[config.mk]
export PLATFORM = sky130hd
export DESIGN_NAME = carrier_phase_gen
export DESIGN_NICKNAME = d
export VERILOG_FILES = /design/src/rtl/carrier_pkg.sv /design/src/rtl/dbuf_reg.sv /design/src/rtl/phase_accum.sv /design/src/rtl/phase_sum.sv /design/src/rtl/carrier_phase_gen.sv
export SDC_FILE = /design/constraint.sdc
export NUM_CORES = 1
export LEC_CHECK = 0
export CAP_MARGIN = 15
export CORE_MARGIN = 2
export CORE_UTILIZATION = 45
export CTS_BUF_LIST = sky130_fd_sc_hd__clkbuf_4 sky130_fd_sc_hd__clkbuf_8
export DETAILED_ROUTE_END_ITERATION = 7
export PLACE_DENSITY_LB_ADDON = 0.2
export SETUP_SLACK_MARGIN = 0.5
export SLEW_MARGIN = 40
export SYNTH_ARGS = -nofsm -noshare
export SYNTH_HDL_FRONTEND = slang
export SYNTH_SLANG_ARGS = --single-unit
[constraint.sdc]
create_clock -name clk -period 5.57 [get_ports clk]
set_clock_uncertainty 0.05 [all_clocks]
set_input_delay 1.3925 -clock clk [delete_from_list [all_inputs] [get_ports clk]]
set_output_delay 1.3925 -clock clk [all_outputs]
set_load 0.02 [all_outputs]
[src/rtl/carrier_pkg.sv]
package carrier_pkg;
    localparam int unsigned DEF_FREQ_W = 32;
    localparam int unsigned DEF_PH_W   = 10;

    // Source of a holding-to-active transfer
    typedef enum logic [1:0] {
        XFER_NONE   = 2'd0,
        XFER_STROBE = 2'd1,
        XFER_SYNC   = 2'd2
    } xfer_src_e;
endpackage

[src/rtl/dbuf_reg.sv]
module dbuf_reg
    import carrier_pkg::*;
#(
    parameter int unsigned W = 32
) (
    input  logic         clk,
    input  logic         rst_n,
    input  logic         wr,
    input  logic [W-1:0] wdata,
    input  logic         strobe,
    input  logic         sync_xfer,
    output logic [W-1:0] hold_q,
    output logic [W-1:0] act_q
);
    typedef struct packed {
        logic [W-1:0] hold;
        logic [W-1:0] act;
    } state_t;

    state_t    st_d, st_q;
    xfer_src_e src;

    always_comb begin
        if (sync_xfer)   src = XFER_SYNC;
        else if (strobe) src = XFER_STROBE;
        else             src = XFER_NONE;
    end

    always_comb begin
        st_d = st_q;
        if (wr) st_d.hold = wdata;
        // transfer takes the holding value present before this edge
        if (src != XFER_NONE) st_d.act = st_q.hold;
    end

    always_ff @(posedge clk or negedge rst_n) begin
        if (!rst_n) st_q <= '0;
        else        st_q <= st_d;
    end

    assign hold_q = st_q.hold;
    assign act_q  = st_q.act;
endmodule

[src/rtl/phase_accum.sv]
module phase_accum #(
    parameter int unsigned W = 32
) (
    input  logic         clk,
    input  logic         rst_n,
    input  logic         advance,
    input  logic [W-1:0] step,
    output logic [W-1:0] acc_q
);
    typedef struct packed {
        logic [W-1:0] acc;
    } state_t;

    state_t st_d, st_q;

    always_comb begin
        st_d = st_q;
        if (advance) st_d.acc = st_q.acc + step;
    end

    always_ff @(posedge clk or negedge rst_n) begin
        if (!rst_n) st_q <= '0;
        else        st_q <= st_d;
    end

    assign acc_q = st_q.acc;
endmodule

[src/rtl/phase_sum.sv]
module phase_sum #(
    parameter int unsigned AW = 32,
    parameter int unsigned PW = 10
) (
    input  logic [AW-1:0] acc,
    input  logic [PW-1:0] ofs,
    output logic [PW-1:0] phase
);
    localparam int unsigned TOP_LSB = AW - PW;

    logic [PW-1:0] coarse;

    always_comb begin
        coarse = acc[AW-1:TOP_LSB];
        phase  = coarse + ofs;
    end
endmodule

[src/rtl/carrier_phase_gen.sv]
module carrier_phase_gen
    import carrier_pkg::*;
#(
    parameter int unsigned FREQ_W = DEF_FREQ_W,
    parameter int unsigned PH_W   = DEF_PH_W
) (
    input  logic              clk,
    input  logic              rst_n,
    input  logic              sample_vld,
    input  logic              freq_wr,
    input  logic [FREQ_W-1:0] freq_wdata,
    input  logic              ofs_wr,
    input  logic [PH_W-1:0]   ofs_wdata,
    input  logic              freq_strobe,
    input  logic              ofs_strobe,
    input  logic              sync_in,
    input  logic              sync_en,
    output logic [PH_W-1:0]   phase_out
);
    logic              sync_xfer;
    logic [FREQ_W-1:0] freq_hold, freq_act, acc;
    logic [PH_W-1:0]   ofs_hold, ofs_act;

    assign sync_xfer = sync_in & sync_en;

    dbuf_reg #(.W(FREQ_W)) u_freq_buf (
        .clk       (clk),
        .rst_n     (rst_n),
        .wr        (freq_wr),
        .wdata     (freq_wdata),
        .strobe    (freq_strobe),
        .sync_xfer (sync_xfer),
        .hold_q    (freq_hold),
        .act_q     (freq_act)
    );

    dbuf_reg #(.W(PH_W)) u_ofs_buf (
        .clk       (clk),
        .rst_n     (rst_n),
        .wr        (ofs_wr),
        .wdata     (ofs_wdata),
        .strobe    (ofs_strobe),
        .sync_xfer (sync_xfer),
        .hold_q    (ofs_hold),
        .act_q     (ofs_act)
    );

    phase_accum #(.W(FREQ_W)) u_accum (
        .clk     (clk),
        .rst_n   (rst_n),
        .advance (sample_vld),
        .step    (freq_act),
        .acc_q   (acc)
    );

    phase_sum #(.AW(FREQ_W), .PW(PH_W)) u_sum (
        .acc   (acc),
        .ofs   (ofs_act),
        .phase (phase_out)
    );
endmodule

==> flow_metrics.py <==
metrics = {
    "logic_synthesis": {
        "synth_cell_types": 60,
        "synthCells": 557,
        "post_synth.cell_area_avg_um2": 11.57,
        "synth_area_leaders": "dfrtp_1 45%, mux2_2 19%, ha_1 7.8%, xnor2_1 3.0%, a21oi_1 2.9%",
        "yosys.area.top_type_share": 0.4505,
        "synth-edff-count": 0,
        "syn-cell-area_um2": 6444,
        "ys_async_sr_fraction": 1.000,
        "synth-seq-cells": 116,
        "syn-num-nets": 650,
        "yosysTopAreaCell": "dfrtp_1",
        "yosysWarnings": 0,
        "ys_seq_area_frac": 0.4505,
        "synthFlopType": "dfrtp_1",
    },
    "worst_setup_path": {
        "crit_buf_inv": 1,
        "worstReg2RegEnd": "u_accum.acc_q[24]$_DFFE_PN0P_",
        "r2r_cells": 10,
        "critPathRequiredTime_ns": 4.13,
        "crit_chain": "ha_1, a21o_1, a21oi_1, o21bai_1, a21oi_1, o21bai_1, a21o_1, and4_1, nor3_1, clkdlybuf4s50_1",
        "critical-path-max-stage-delay_ns": 0.63,
        "reg2reg_slack_ns": 2.39,
        "crit_slowest_cell": "clkdlybuf4s50_1",
        "path_depth": 10,
        "critical_path.startpoint_type": "flip-flop",
        "crit_type": "flip-flop to output port",
        "cp_max_fo": 4,
        "cpLargestDelayFamily": "compound AO/OA/AOI/OAI gates",
        "endpoint_kind": "output port",
        "rr_startpoint": "u_freq_buf.act_q[0]$_DFFE_PN0P_",
        "critPathArrivalTime_ns": 3.30,
    },
    "power_and_ir_drop": {
        "p_leak_uw": 0.003299,
        "p_total_uw": 4123,
        "power_density_nw_per_um2": 541.8,
        "ir_drop_mv": 0.2159,
    },
    "hold_path": {
        "min_path_type": "flip-flop to flip-flop",
        "hold_start": "u_freq_buf.hold_q[11]$_DFFE_PN0P_",
        "hold_path_depth": 1,
        "worstHoldEndpoint": "u_freq_buf.act_q[11]$_DFFE_PN0P_",
    },
    "grt": {
        "grt_usage": 0.1840,
        "grt_start_max_net_pins": 77,
        "grt_pass1_wl_um": 21750,
        "grt_pass1_vias": 4647,
        "overflow": 0,
        "antenna_found_initial": 0,
    },
    "sta": {
        "finalWorstSetupSlack_ns": 0.8241,
        "max_slew_margin": 0.5228,
        "hold_violations": 0,
        "worstMarginPinSlew_ns": 0.7158,
        "timing.fmax_mhz": 210.7,
        "rsz0062_at_grt": "false",
        "post-route-period-util": 0.8520,
        "report.final.slew_viol_count": 0,
        "finalCriticalPeriod_ns": 4.746,
        "setup_viol": 0,
        "fin_tns_setup_ns": 0,
    },
    "clock_network": {
        "clk_pin_slew_ns": 0.07,
        "hold_buffers": 0,
        "cts_inserted_buffers": 17,
        "cts.sinks": 116,
        "cts.path.max_buffers": 2,
        "clk_latency_ns": 0.45,
        "post-cts-setup-buffer-count": 0,
        "cts_tree": "done",
        "cts_root_buf": "clkbuf_8",
        "postCtsResizedCells": 0,
        "h-tree-depth": 4,
    },
    "floorplan": {
        "core_area_um2": 13930,
        "start_util": 0.4624,
        "fp.dieW_um": 123.7,
        "die_y_um": 123.7,
        "num_rows": 43,
        "dieArea_um2": 15290,
        "ios": 61,
    },
    "place": {
        "dpl.hpwl_um": 8994,
        "post-place-ws_ns": 1.314,
        "dpl_cell_area_um2": 7228,
        "placed_cells": 776,
        "place.gp.congestion": 0.9015,
        "io_buffers": 60,
    },
    "final_layout": {
        "instances_no_fill": 808,
        "layout.nets": 708,
        "antennaDiodeCount": 0,
        "fillers": 1164,
        "drive_gt1_frac": 0.2468,
        "postLayoutCellArea_um2": 7610,
        "area_growth_pct": 18.10,
    },
    "drt": {
        "drt_pass1_iterations": 4,
        "drc_errors": 0,
        "wire_per_inst_um": 15.74,
        "ant_nets": 0,
        "route.vias.total": 4526,
        "drtIter0Drc": 231,
        "drt_wl_total_um": 12720,
        "via_per_inst": 5.601,
    },
    "job": {
        "maxCapViolCount": 0,
    },
    "run_status": {
        "status": "completed",
    },
}
==> registers in the layout, summed over array words and instances (netlist names) <==
name               flops
u_accum.acc_q         32
u_ofs_buf.hold_q      10
u_freq_buf.hold_q     32
u_freq_buf.act_q      32
u_ofs_buf.act_q       10
==> power breakdown <==
part	switching [uW]	internal, uW	leakage (uW)
Sequential	134	1050	0.00136
Combinational	1140	1060	0.00175
Clock	339	405	0.000194
==> synthesized netlist by cell type (3+ instances only) <==
cell type and number:
nor4b_1 3, a31oi_1 7, o211ai_1 3, o21ai_0 17
xor2_1 9, mux2_2 106, a211oi_1 4, a21oi_1 37
xnor2_1 22, ha_1 40, buf_1 3, o2111ai_1 3
nand3_1 13, and3_1 7, nand2_1 18, nor4_1 3
nor3_1 4, nor2_1 24, dfrtp_1 116, a21o_1 23
clkbuf_1 17, nand4_1 7, buf_2 4, o21bai_1 7
nand2b_1 3, a211o_1 3, inv_1 11
==> layout make-up <==
type                       count  area (um^2)  share of cell area
timing repair buffer          65        654.4             0.08599
inverter                      12        45.04            0.005919
clock buffer                  23        304.0             0.03995
clock inverter                 9        77.57             0.01019
tap                          180        225.2             0.02960
sequential                   116         2903              0.3815
multi-input combinational    403         3401              0.4469
==> per-stage QoR <==
stage,hold WS [ns],utilization
floorplan,0.4070,-
global placement,0.4384,0.5160
detailed placement,0.4395,0.5187
CTS,0.4574,0.5461
global route,0.4732,0.5461
finish,0.4530,0.5461
==> worst max path at each step <==
stage              endpoint  slack [ns]                           from
2_1_floorplan  phase_out[9]        1.82  u_accum.acc_q[23]$_DFFE_PN0P_
3_3_place_gp   phase_out[9]        1.36  u_accum.acc_q[23]$_DFFE_PN0P_
3_5_place_dp   phase_out[9]        1.31  u_accum.acc_q[23]$_DFFE_PN0P_
4_1_cts        phase_out[9]        0.77  u_accum.acc_q[23]$_DFFE_PN0P_
5_1_grt        phase_out[9]        0.58  u_accum.acc_q[23]$_DFFE_PN0P_
6_report       phase_out[9]        0.82  u_accum.acc_q[23]$_DFFE_PN0P_
==> cells by family (layout without fill, tap and decap cells) <==
| family | Yosys count | in the layout | synth area share |
|---|---|---|---|
| xor+xnor | 31 | 31 | 0.04214 |
| compound gates | 128 | 128 | 0.1353 |
| simple gates | 95 | 95 | 0.07728 |
| fa+ha+maj | 42 | 42 | 0.08388 |
| flops | 116 | 116 | 0.4505 |
| buf+inv | 38 | 109 | 0.02408 |
| mux | 107 | 107 | 0.1868 |
==> cell usage in the layout, fill, tap and decap left out, types with 4 or more instances in the layout <==
cell type / synthesis / layout
nand4_1: 7 / 7
mux2_2: 106 / 106
nor2_1: 24 / 24
dfrtp_1: 116 / 116
a211oi_1: 4 / 4
xnor2_1: 22 / 22
o21ai_0: 17 / 17
nand3_1: 13 / 13
nand2_1: 18 / 18
a21oi_1: 37 / 35
nor3_1: 4 / 4
clkdlybuf4s50_1: 0 / 59
inv_1: 11 / 11
and3_1: 7 / 7
ha_1: 40 / 40
o21bai_1: 7 / 7
a21o_1: 23 / 23
xor2_1: 9 / 9
a31oi_1: 7 / 7
clkinv_2: 0 / 5
clkbuf_8: 0 / 21
==> layer usage <==
| layer | GRT usage | up-vias | share of wire |
|---|---|---|---|
| li1 | - | 2185 | - |
| met1 | 0.2347 | 2250 | 0.48 |
| met2 | 0.2891 | 70 | 0.46 |
| met3 | 0.05403 | 21 | 0.038 |
| met4 | 0.08452 | 0 | 0.021 |
| met5 | 0 | - | 0 |
Power figures use the tool's default switching activity.
